--- src/rtl/couple_res_pkg.sv ---
package couple_res_pkg;
  localparam int unsigned LVL_W   = 5;
  localparam int unsigned NUM_LVL = 1 << LVL_W;
  localparam int unsigned CPL_W   = 14;

  typedef logic [LVL_W-1:0] lvl_t;
  typedef logic [CPL_W-1:0] cpl_t;

  typedef enum logic [1:0] {
    RES_OK    = 2'd0,
    RES_BOUND = 2'd1,
    RES_LEVEL = 2'd2
  } res_kind_e;
endpackage

--- src/rtl/couple_split.sv ---
module couple_split
  import couple_res_pkg::*;
(
  input  lvl_t cur_lvl_i,
  input  cpl_t couple_i,
  output lvl_t sel_lvl_o,
  output cpl_t idx_o
);
  int unsigned sel_w;
  cpl_t        sel_raw;
  cpl_t        idx_mask;

  // selector width = position of highest set bit of current level + 1, min 1
  always_comb begin
    sel_w = 1;
    for (int unsigned b = 1; b < LVL_W; b++) begin
      if (cur_lvl_i[b]) sel_w = b + 1;
    end
    sel_raw  = couple_i >> (CPL_W - sel_w);
    idx_mask = ~(cpl_t'('1) << (CPL_W - sel_w));
  end

  assign sel_lvl_o = sel_raw[LVL_W-1:0];
  assign idx_o     = couple_i & idx_mask;
endmodule

--- src/rtl/display_bank.sv ---
module display_bank
  import couple_res_pkg::*;
#(
  parameter int unsigned ADDR_W  = 20,
  parameter int unsigned BOUND_W = CPL_W
) (
  input  logic               clk_i,
  input  logic               rst_ni,
  input  logic               we_i,
  input  lvl_t               wr_lvl_i,
  input  logic [ADDR_W-1:0]  wr_base_i,
  input  logic [BOUND_W-1:0] wr_bound_i,
  input  lvl_t               rd_lvl_i,
  output logic [ADDR_W-1:0]  rd_base_o,
  output logic [BOUND_W-1:0] rd_bound_o
);
  logic [ADDR_W-1:0]  base_q  [NUM_LVL];
  logic [BOUND_W-1:0] bound_q [NUM_LVL];

  for (genvar g = 0; g < NUM_LVL; g++) begin : g_lvl
    always_ff @(posedge clk_i or negedge rst_ni) begin
      if (!rst_ni) begin
        base_q[g]  <= '0;
        bound_q[g] <= '0;
      end else if (we_i && wr_lvl_i == lvl_t'(g)) begin
        base_q[g]  <= wr_base_i;
        bound_q[g] <= wr_bound_i;
      end
    end
  end

  assign rd_base_o  = base_q[rd_lvl_i];
  assign rd_bound_o = bound_q[rd_lvl_i];
endmodule

--- src/rtl/couple_resolver.sv ---
module couple_resolver
  import couple_res_pkg::*;
#(
  parameter int unsigned ADDR_W = 20
) (
  input  logic              clk_i,
  input  logic              rst_ni,
  input  logic [4:0]        cur_lvl_i,
  input  logic              req_i,
  input  logic [13:0]       couple_i,
  input  logic              upd_i,
  input  logic [4:0]        upd_lvl_i,
  input  logic [ADDR_W-1:0] upd_base_i,
  input  logic [13:0]       upd_bound_i,
  output logic              vld_o,
  output logic [ADDR_W-1:0] addr_o,
  output logic              trap_level_o,
  output logic              trap_bound_o
);
  lvl_t              sel_lvl;
  cpl_t              idx;
  logic [ADDR_W-1:0] base;
  cpl_t              bound;
  res_kind_e         kind;
  logic [ADDR_W-1:0] sum;

  couple_split i_split (
    .cur_lvl_i (cur_lvl_i),
    .couple_i  (couple_i),
    .sel_lvl_o (sel_lvl),
    .idx_o     (idx)
  );

  display_bank #(.ADDR_W(ADDR_W), .BOUND_W(CPL_W)) i_bank (
    .clk_i      (clk_i),
    .rst_ni     (rst_ni),
    .we_i       (upd_i),
    .wr_lvl_i   (upd_lvl_i),
    .wr_base_i  (upd_base_i),
    .wr_bound_i (upd_bound_i),
    .rd_lvl_i   (sel_lvl),
    .rd_base_o  (base),
    .rd_bound_o (bound)
  );

  // level check wins: bound of an unreachable level is meaningless
  always_comb begin
    sum = base + ADDR_W'(idx);
    if (sel_lvl > cur_lvl_i) kind = RES_LEVEL;
    else if (idx >= bound)   kind = RES_BOUND;
    else                     kind = RES_OK;
  end

  always_ff @(posedge clk_i or negedge rst_ni) begin
    if (!rst_ni) begin
      vld_o        <= 1'b0;
      addr_o       <= '0;
      trap_level_o <= 1'b0;
      trap_bound_o <= 1'b0;
    end else begin
      vld_o        <= req_i;
      trap_level_o <= req_i && kind == RES_LEVEL;
      trap_bound_o <= req_i && kind == RES_BOUND;
      addr_o       <= (req_i && kind == RES_OK) ? sum : '0;
    end
  end
endmodule


--- config.mk ---
export PLATFORM = sky130hd
export DESIGN_NAME = couple_resolver
export DESIGN_NICKNAME = d
export VERILOG_FILES = /design/src/rtl/couple_res_pkg.sv /design/src/rtl/couple_split.sv /design/src/rtl/display_bank.sv /design/src/rtl/couple_resolver.sv
export SDC_FILE = /design/constraint.sdc
export NUM_CORES = 2
export LEC_CHECK = 0
export ABC_CLOCK_PERIOD_IN_PS = 4059
export BUFFER_PORTS_ARGS = -buffer_cell sky130_fd_sc_hd__buf_4
export CAP_MARGIN = 30
export CORE_MARGIN = 5
export CORE_UTILIZATION = 35
export DETAILED_ROUTE_END_ITERATION = 7
export PLACE_DENSITY = 0.59
export SETUP_SLACK_MARGIN = 0.1
export SLEW_MARGIN = 20
export SYNTH_ARGS = -nofsm -noshare
export SYNTH_HDL_FRONTEND = slang
export SYNTH_SLANG_ARGS = --single-unit
--- constraint.sdc ---
create_clock -name clk_i -period 4.06 [get_ports clk_i]
set_input_delay 0.203 -clock clk_i [delete_from_list [all_inputs] [get_ports clk_i]]
set_output_delay 0.203 -clock clk_i [all_outputs]
set_load 0.005 [all_outputs]
# [Yosys cells after proc, flatten, opt, wreduce, memory -nomap -nowiden]
# Cells that the tools add are included.
[classes] n_eq_ne=33 n_reduce_logical=37 addsub=2 muxes=13 order_cmp=3 n_bitwise=3 shift=2
[ops] cell="$bmux W20 S5" count=1
[ops] cell="$eq A5 B5 Y1 const B" count=16
[ops] cell="$bmux W14 S5" count=1
[ops] cell="$mux W20" count=3
[ops] cell="$eq A5 B4 Y1 const B" count=8
[ops] cell="$logic_and A1 B1 Y1" count=35
[ops] cell="$shl A14 B32 Y14 const A" count=1
[ops] cell="$shr A14 B32 Y5" count=1
[ops] cell="$mux W14" count=2
[ops] cell="$add A20 B14 Y20" count=1
[ops] cell="$eq A5 B3 Y1 const B" count=4
[ops] cell="$and A14 B14 Y14" count=1
[ops] cell="$ge A14 B14 Y1" count=1
[ops] cell="$not A14 Y14" count=1
[ops] cell="$eq A5 B2 Y1 const B" count=2
[ops] cell="$ge A6 B6 Y1 const B" count=1
[ops] cell="$mux W2" count=3
[ops] cell="$mux W3" count=2
[ops] cell="$not A5 Y6" count=1
[ops] cell="$eq A5 B1 Y1 const B" count=1
[ops] cell="$gt A5 B5 Y1" count=1
[ops] cell="$logic_not A5 Y1" count=1
[ops] cell="$sub A4 B3 Y5 const A" count=1
[ops] cell="$eq A2 B1 Y1 const B" count=1
[ops] cell="other kinds (3)" count=3
[word_totals] elab_cells=161 output_inout_bits=23 inputBits=62 regBits=1111

# [Depth between registers and ports, before layout]
[logic_depth] depth_word=16 depth_mapped=36 ltp_nobuf=27

# [Hierarchy]
# A second synthesis with hierarchy kept.
[hier_totals] hier_cells=3944 hier_area_um2=52342.7
[modules_own_cells] module="display_bank" instances=1 area_each_um2=49992.9 cells_per_inst=3663 seq_area_each_um2=27226.1
[modules_own_cells] module="couple_resolver" instances=1 area_each_um2=1993.2 cells_per_inst=229 seq_area_each_um2=575.6
[modules_own_cells] module="couple_split" instances=1 area_each_um2=356.6 cells_per_inst=52 seq_area_each_um2=0.0

# [Least setup slack after synthesis]
# No wires, ideal clock.
[synth_path] kind="in2reg" start="input cur_lvl_i[2]" end="register addr_o[19]" path_stages=32 path_buffers=8 slack_ns=-2.134 arrival_ns=6.066 required_ns=3.932 setup_time_ns=0.128 cell_sequence="nand2b_1 > a21oi_4 > inv_1 > ha_1 > or2_1 > o21ai_1 > a31oi_1 > a22o_1 > buf_6 > inv_6 > buf_12 > buf_8 > buf_2 > buf_4 > buf_2 > buf_2 > buf_2 > mux4_2 > nand2_1 > nand3_1 > nand3_1 > nand2_1 > ha_1 > a21o_1 > a21o_1 > a2111oi_0 > nor3_1 > a2111oi_0 > nor3_1 > a211oi_1 > nor3_2 > mux2_1"
[synth_between] elab_chain_len=15 elab_cells_between_ends=23 cone_classes="add/sub: 2; order compare: 2; shift: 2; mux: 12; bitwise: 3; reduce/logical: 2"
[synth_lines] element="from (decl)" line="couple_resolver.sv:8" rtl="input logic [4:0] cur_lvl_i,"
[synth_lines] element="$mux W2" line="couple_split.sv:17" rtl="if (cur_lvl_i[b]) sel_w = b + 1;"
[synth_lines] element="$mux W3 (2 in series)" line="couple_split.sv:17"
[synth_lines] element="$sub A4 B3 Y5" line="couple_split.sv:19, couple_split.sv:20"
[synth_lines] element="$shr A14 B32 Y5" line="couple_split.sv:19" rtl="sel_raw = couple_i >> (CPL_W - sel_w);"
[synth_lines] element="$not A5 Y6 (not written as such)" line="display_bank.sv:32, display_bank.sv:33"
[synth_lines] element="$bmux W14 S5" line="display_bank.sv:33" rtl="assign rd_bound_o = bound_q[rd_lvl_i];"
[synth_lines] element="$mux W14 (not written as such) (2 in series)" line="display_bank.sv:33"
[synth_lines] element="$ge A14 B14 Y1" line="couple_resolver.sv:50" rtl="else if (idx >= bound) kind = RES_BOUND;"
[synth_lines] element="$mux W1" line="couple_resolver.sv:50"
[synth_lines] element="$mux W2" line="couple_resolver.sv:49" rtl="if (sel_lvl > cur_lvl_i) kind = RES_LEVEL;"
[synth_lines] element="$logic_not A2 Y1" line="couple_resolver.sv:64" rtl="addr_o <= (req_i && kind == RES_OK) ? sum : '0;"
[synth_lines] element="$logic_and A1 B1 Y1" line="couple_resolver.sv:64"
[synth_lines] element="$mux W20 *" line="couple_resolver.sv:64"
[synth_lines] element="to (signal assigned)" line="couple_resolver.sv:64"
[synth_lines] element="to (decl)" line="couple_resolver.sv:16" rtl="output logic [ADDR_W-1:0] addr_o,"
# Every way passes the cells marked *; elsewhere a longest branch is shown, timed or not. The select of a mux whose other input is x is not followed.
# A chain may end at the register's enable or synchronous reset.

# [Worst setup path in the final report]
[layout_path] start="input cur_lvl_i[2]" end="register addr_o[16]"
# The elaborated chain is that of the path after synthesis.

==> flow_summary_export.csv <==
group,metric,value,unit
drt,via_per_inst,5.40,
die,die_h,395,um
die,num_io_pins,85,
die,fp.coreArea,0.147,sq mm
setup_path,required,4660,ps
timing,rsz0062_at_grt,"yes",
grt,grt_use_total,0.195,
drt,top_layer,"met5",
setup_path,crit_slowest_cell,"mux4_2",
power_and_ir_drop,irDropWorstVdd,0.000386,V
clock_network,clockRootBuffer,"clkbuf_16",
setup_path,critical_path_class,"in2reg",
timing,min_period,4670,ps
setup_path,crit_top_cell,"buf_12",
placement,dpl_cell_area,0.0565,sq mm
placement,dp.final_hpwl,91.5,mm
timing,finalClockSkew,30.8,ps
drt,drc,0,
cells_and_area,multi_input_area,0.0231,sq mm
synth,synthAdderAreaFrac,0.00882,
setup_path,slowest_delay,510,ps
synth,syn_area,0.0519,sq mm
setup_path,critical_path.startpoint,"cur_lvl_i[2]",
synth,synth_compound_area_frac,0.0210,
placement,dpl.cell_count,5621,
timing,period_share,1.15,
setup_path,critPathArrivalTime,5270,ps
die,rows,141,
synth,yosysSeqAreaShare,0.536,
cells_and_area,seqCellArea,0.0278,sq mm
synth,ys_warn_count,0,
timing,drv_slew,0,
clock_network,numCtsBuffers,119,
power_and_ir_drop,p_leak,27.7,nW
setup_path,start_kind,"primary input",
synth,synth_fp_nets,3758,
job,max-cap-violations,0,
grt,grt_pass1_wl,229,mm
synth,yosys.area.top_type,"dfrtp_1",
timing,max_freq,214,MHz
setup_path,r2r-start,"i_bank.bound_q[423]",
status,violations,"setup timing",
drt,wl_met1,66.4,mm
cells_and_area,drive_above_1_share,0.516,
setup_path,worstReg2RegEnd,"addr_o[19]",
drt,drtIter0Drc,2091,
setup_path,reg2regPathDepth,20,
drt,wl_met2,75.6,mm
setup_path,rrSetupSlack,280,ps
die,die_w,395,um
timing,setup_viol,21,
timing,fin_tns_setup,-10960,ps
synth,synth_top_family_by_area,"multiplexers",
die,die_area,0.156,sq mm
synth,postSynthCellCount,3660,
cells_and_area,n_fill_cell,13482,
cells_and_area,area_growth_syn_to_layout,19.3,%
clock_network,clkLatencyLatePin,720,ps
placement,gp_congestion,0.809,
timing,final.setup.worst_slack,-606,ps
power_and_ir_drop,power.density,547,mW/mm^2
power_and_ir_drop,total_power,0.0338,W
grt,grt-ovfl-total,0,
drt,post_drt_wl_per_cell,26.0,um
drt,met3_length,7.21,mm
synth,async_flop_share,1.00,
drt,wl,154,mm
synth,synth_edf_count,0,
clock_network,cts_tree,"built",
clock_network,clkSlewWorstSetupHoldPaths,60,ps
synth,synthFlopType,"dfrtp_1",
placement,port_buffers,84,
cells_and_area,final_cell_count_no_fill,5925,
clock_network,cts.sinks,1111,
drt,num_vias,32020,
synth,synthMuxAreaShare,0.348,
synth,synth_xor_area_frac,0.00287,
synth,synth_cell_type_count,77,
synth,synthSimpleGateAreaFrac,0.0534,
setup_path,crit_fanout,11,
min_path,min_path_type,"in2reg",
die,start_util,0.352,
synth,avgSynthCellArea,14.2,sq um
synth,ys_ff_latch,1111,
cells_and_area,final_nets,3989,
setup_path,crit_end,"addr_o[16]",
clock_network,cts_buffer_depth,3,
status,status,"complete, but fails checks",
grt,grt_max_degree,115,
drt,postRouteAntennaNets,0,
synth,synth_top_area_frac,0.536,
grt,antenna_found_initial,8,
placement,pre_cts_ws,-1710,ps
timing,hold_viol,0,
setup_path,worstSetupEndpointType,"flip-flop",
timing,worstMarginPinSlew,1060,ps
synth,synth_area_leaders,"dfrtp_1, mux2_2, mux4_2",
cells_and_area,fin_area,0.0619,sq mm
timing,relSlewSlack,0.295,
drt,firstDrtPassIters,5,
clock_network,htreeDepth,3,
grt,grt_pass1_vias,33627,
[state kept, by name (all words and copies together) (netlist names)]
signal          flops
i_bank.bound_q    448
addr_o             20
trap_bound_o        1
i_bank.base_q     640
vld_o               1
trap_level_o        1
[cell usage in the layout (no fill, tap or decap), types with 29 or more instances in the layout]
cell type      synthesis  final
mux4_2               248    248
nor2_1                57     30
dfrtp_1             1111   1111
nand3_1              139    137
buf_4                 12    343
mux2_2              1085   1085
buf_12                 1     52
clkbuf_16              0    121
nand2_1              326    313
dlygate4sd3_1          0     35
ha_1                  35     29
[synthesized netlist by cell type, types with 3 or more instances]
library cell  count
mux2_2         1085
nor3b_1           5
buf_1            19
a21boi_0          3
a221oi_1          3
a211o_1           3
a211oi_1          6
o21ai_0          12
inv_1            23
nand4_1           8
or2_1             3
ha_1             35
a21oi_1          32
nor2b_1          10
mux4_2          248
o211a_1           4
xor2_1            6
a2111oi_0         3
o22ai_1           3
buf_2            46
nor2_1           57
o211ai_1          4
buf_4            12
buf_6             8
nand2_1         326
xnor2_1          11
or2_2             4
a22oi_1           6
and3_1           18
mux2i_1          23
nand3_1         139
nor3_1           21
a311oi_1         15
nand2b_1         12
o21ai_1           8
inv_2             4
a21o_1            5
a31oi_1          16
dfrtp_1        1111
clkbuf_1        254
[cell families after synthesis]
kind of cell | Yosys count
muxes | 1357
xor gates and xnor gates | 17
AOI/OAI and AO/OA | 151
buffers and inverters | 370
adders and majority gates | 36
and+or+nand+nor | 618
DFF | 1111
[how the worst min path moves through the flow]
stage,from,end,slack [ps],depth (start not counted)
2_1_floorplan,rst_ni,addr_o[0],-90,0
3_3_place_gp,rst_ni,i_bank.bound_q[303],240,1
3_5_place_dp,rst_ni,i_bank.bound_q[177],230,1
4_1_cts,couple_i[0],addr_o[0],8,4
5_1_grt,upd_bound_i[4],i_bank.bound_q[410],40,2
6_report,upd_bound_i[4],i_bank.bound_q[396],40,2
[layout make-up]
cell class / count / share of cell area
timing repair inverter: 2 / 0.000404
timing repair buffer: 449 / 0.0690
clock inverter: 52 / 0.0114
multi-input combinational: 2179 / 0.373
clock buffer: 171 / 0.0555
sequential: 1111 / 0.449
inverter: 29 / 0.00259
antenna: 2 / 0.0000809
tap: 1930 / 0.0390
[critical path, delay by kind of cell]
kind | cells | cell delay (ps)
adders and majority gates | 3 | 730
AOI/OAI and AO/OA | 11 | 1920
buffers and inverters | 6 | 810
xor gates and xnor gates | 1 | 170
and+or+nand+nor | 9 | 890
muxes | 1 | 510
[per-layer routing]
metal,vias to the layer above,global-route usage
met4,8,0.0590
met2,658,0.327
met5,-,0
met1,17278,0.259
met3,275,0.0359
li1,13801,-
[metrics by stage]
stage	util	hold slack (ps)
6_report	0.420	38.8
5_1_grt	0.420	41.3
4_1_cts	0.417	8.41
3_5_place_dp	0.383	234
3_3_place_gp	0.383	236
2_1_floorplan	-	-92.6
[report_power, final]
group	internal (W)	switching, W
logic	0.00450	0.00356
clock network	0.00683	0.00463
registers	0.0132	0.00107
[timing repair]
item                                     CTS  global route
hold endpoints to repair                1059             0
gates cloned                               5             2
endpoints found under the setup margin    21            21
hold buffers                              35             0
pin swaps                                 10            13
buffers inserted                          17            25
gates resized for setup                   41            46
No activity file was read; power rests on OpenSTA's default activity.
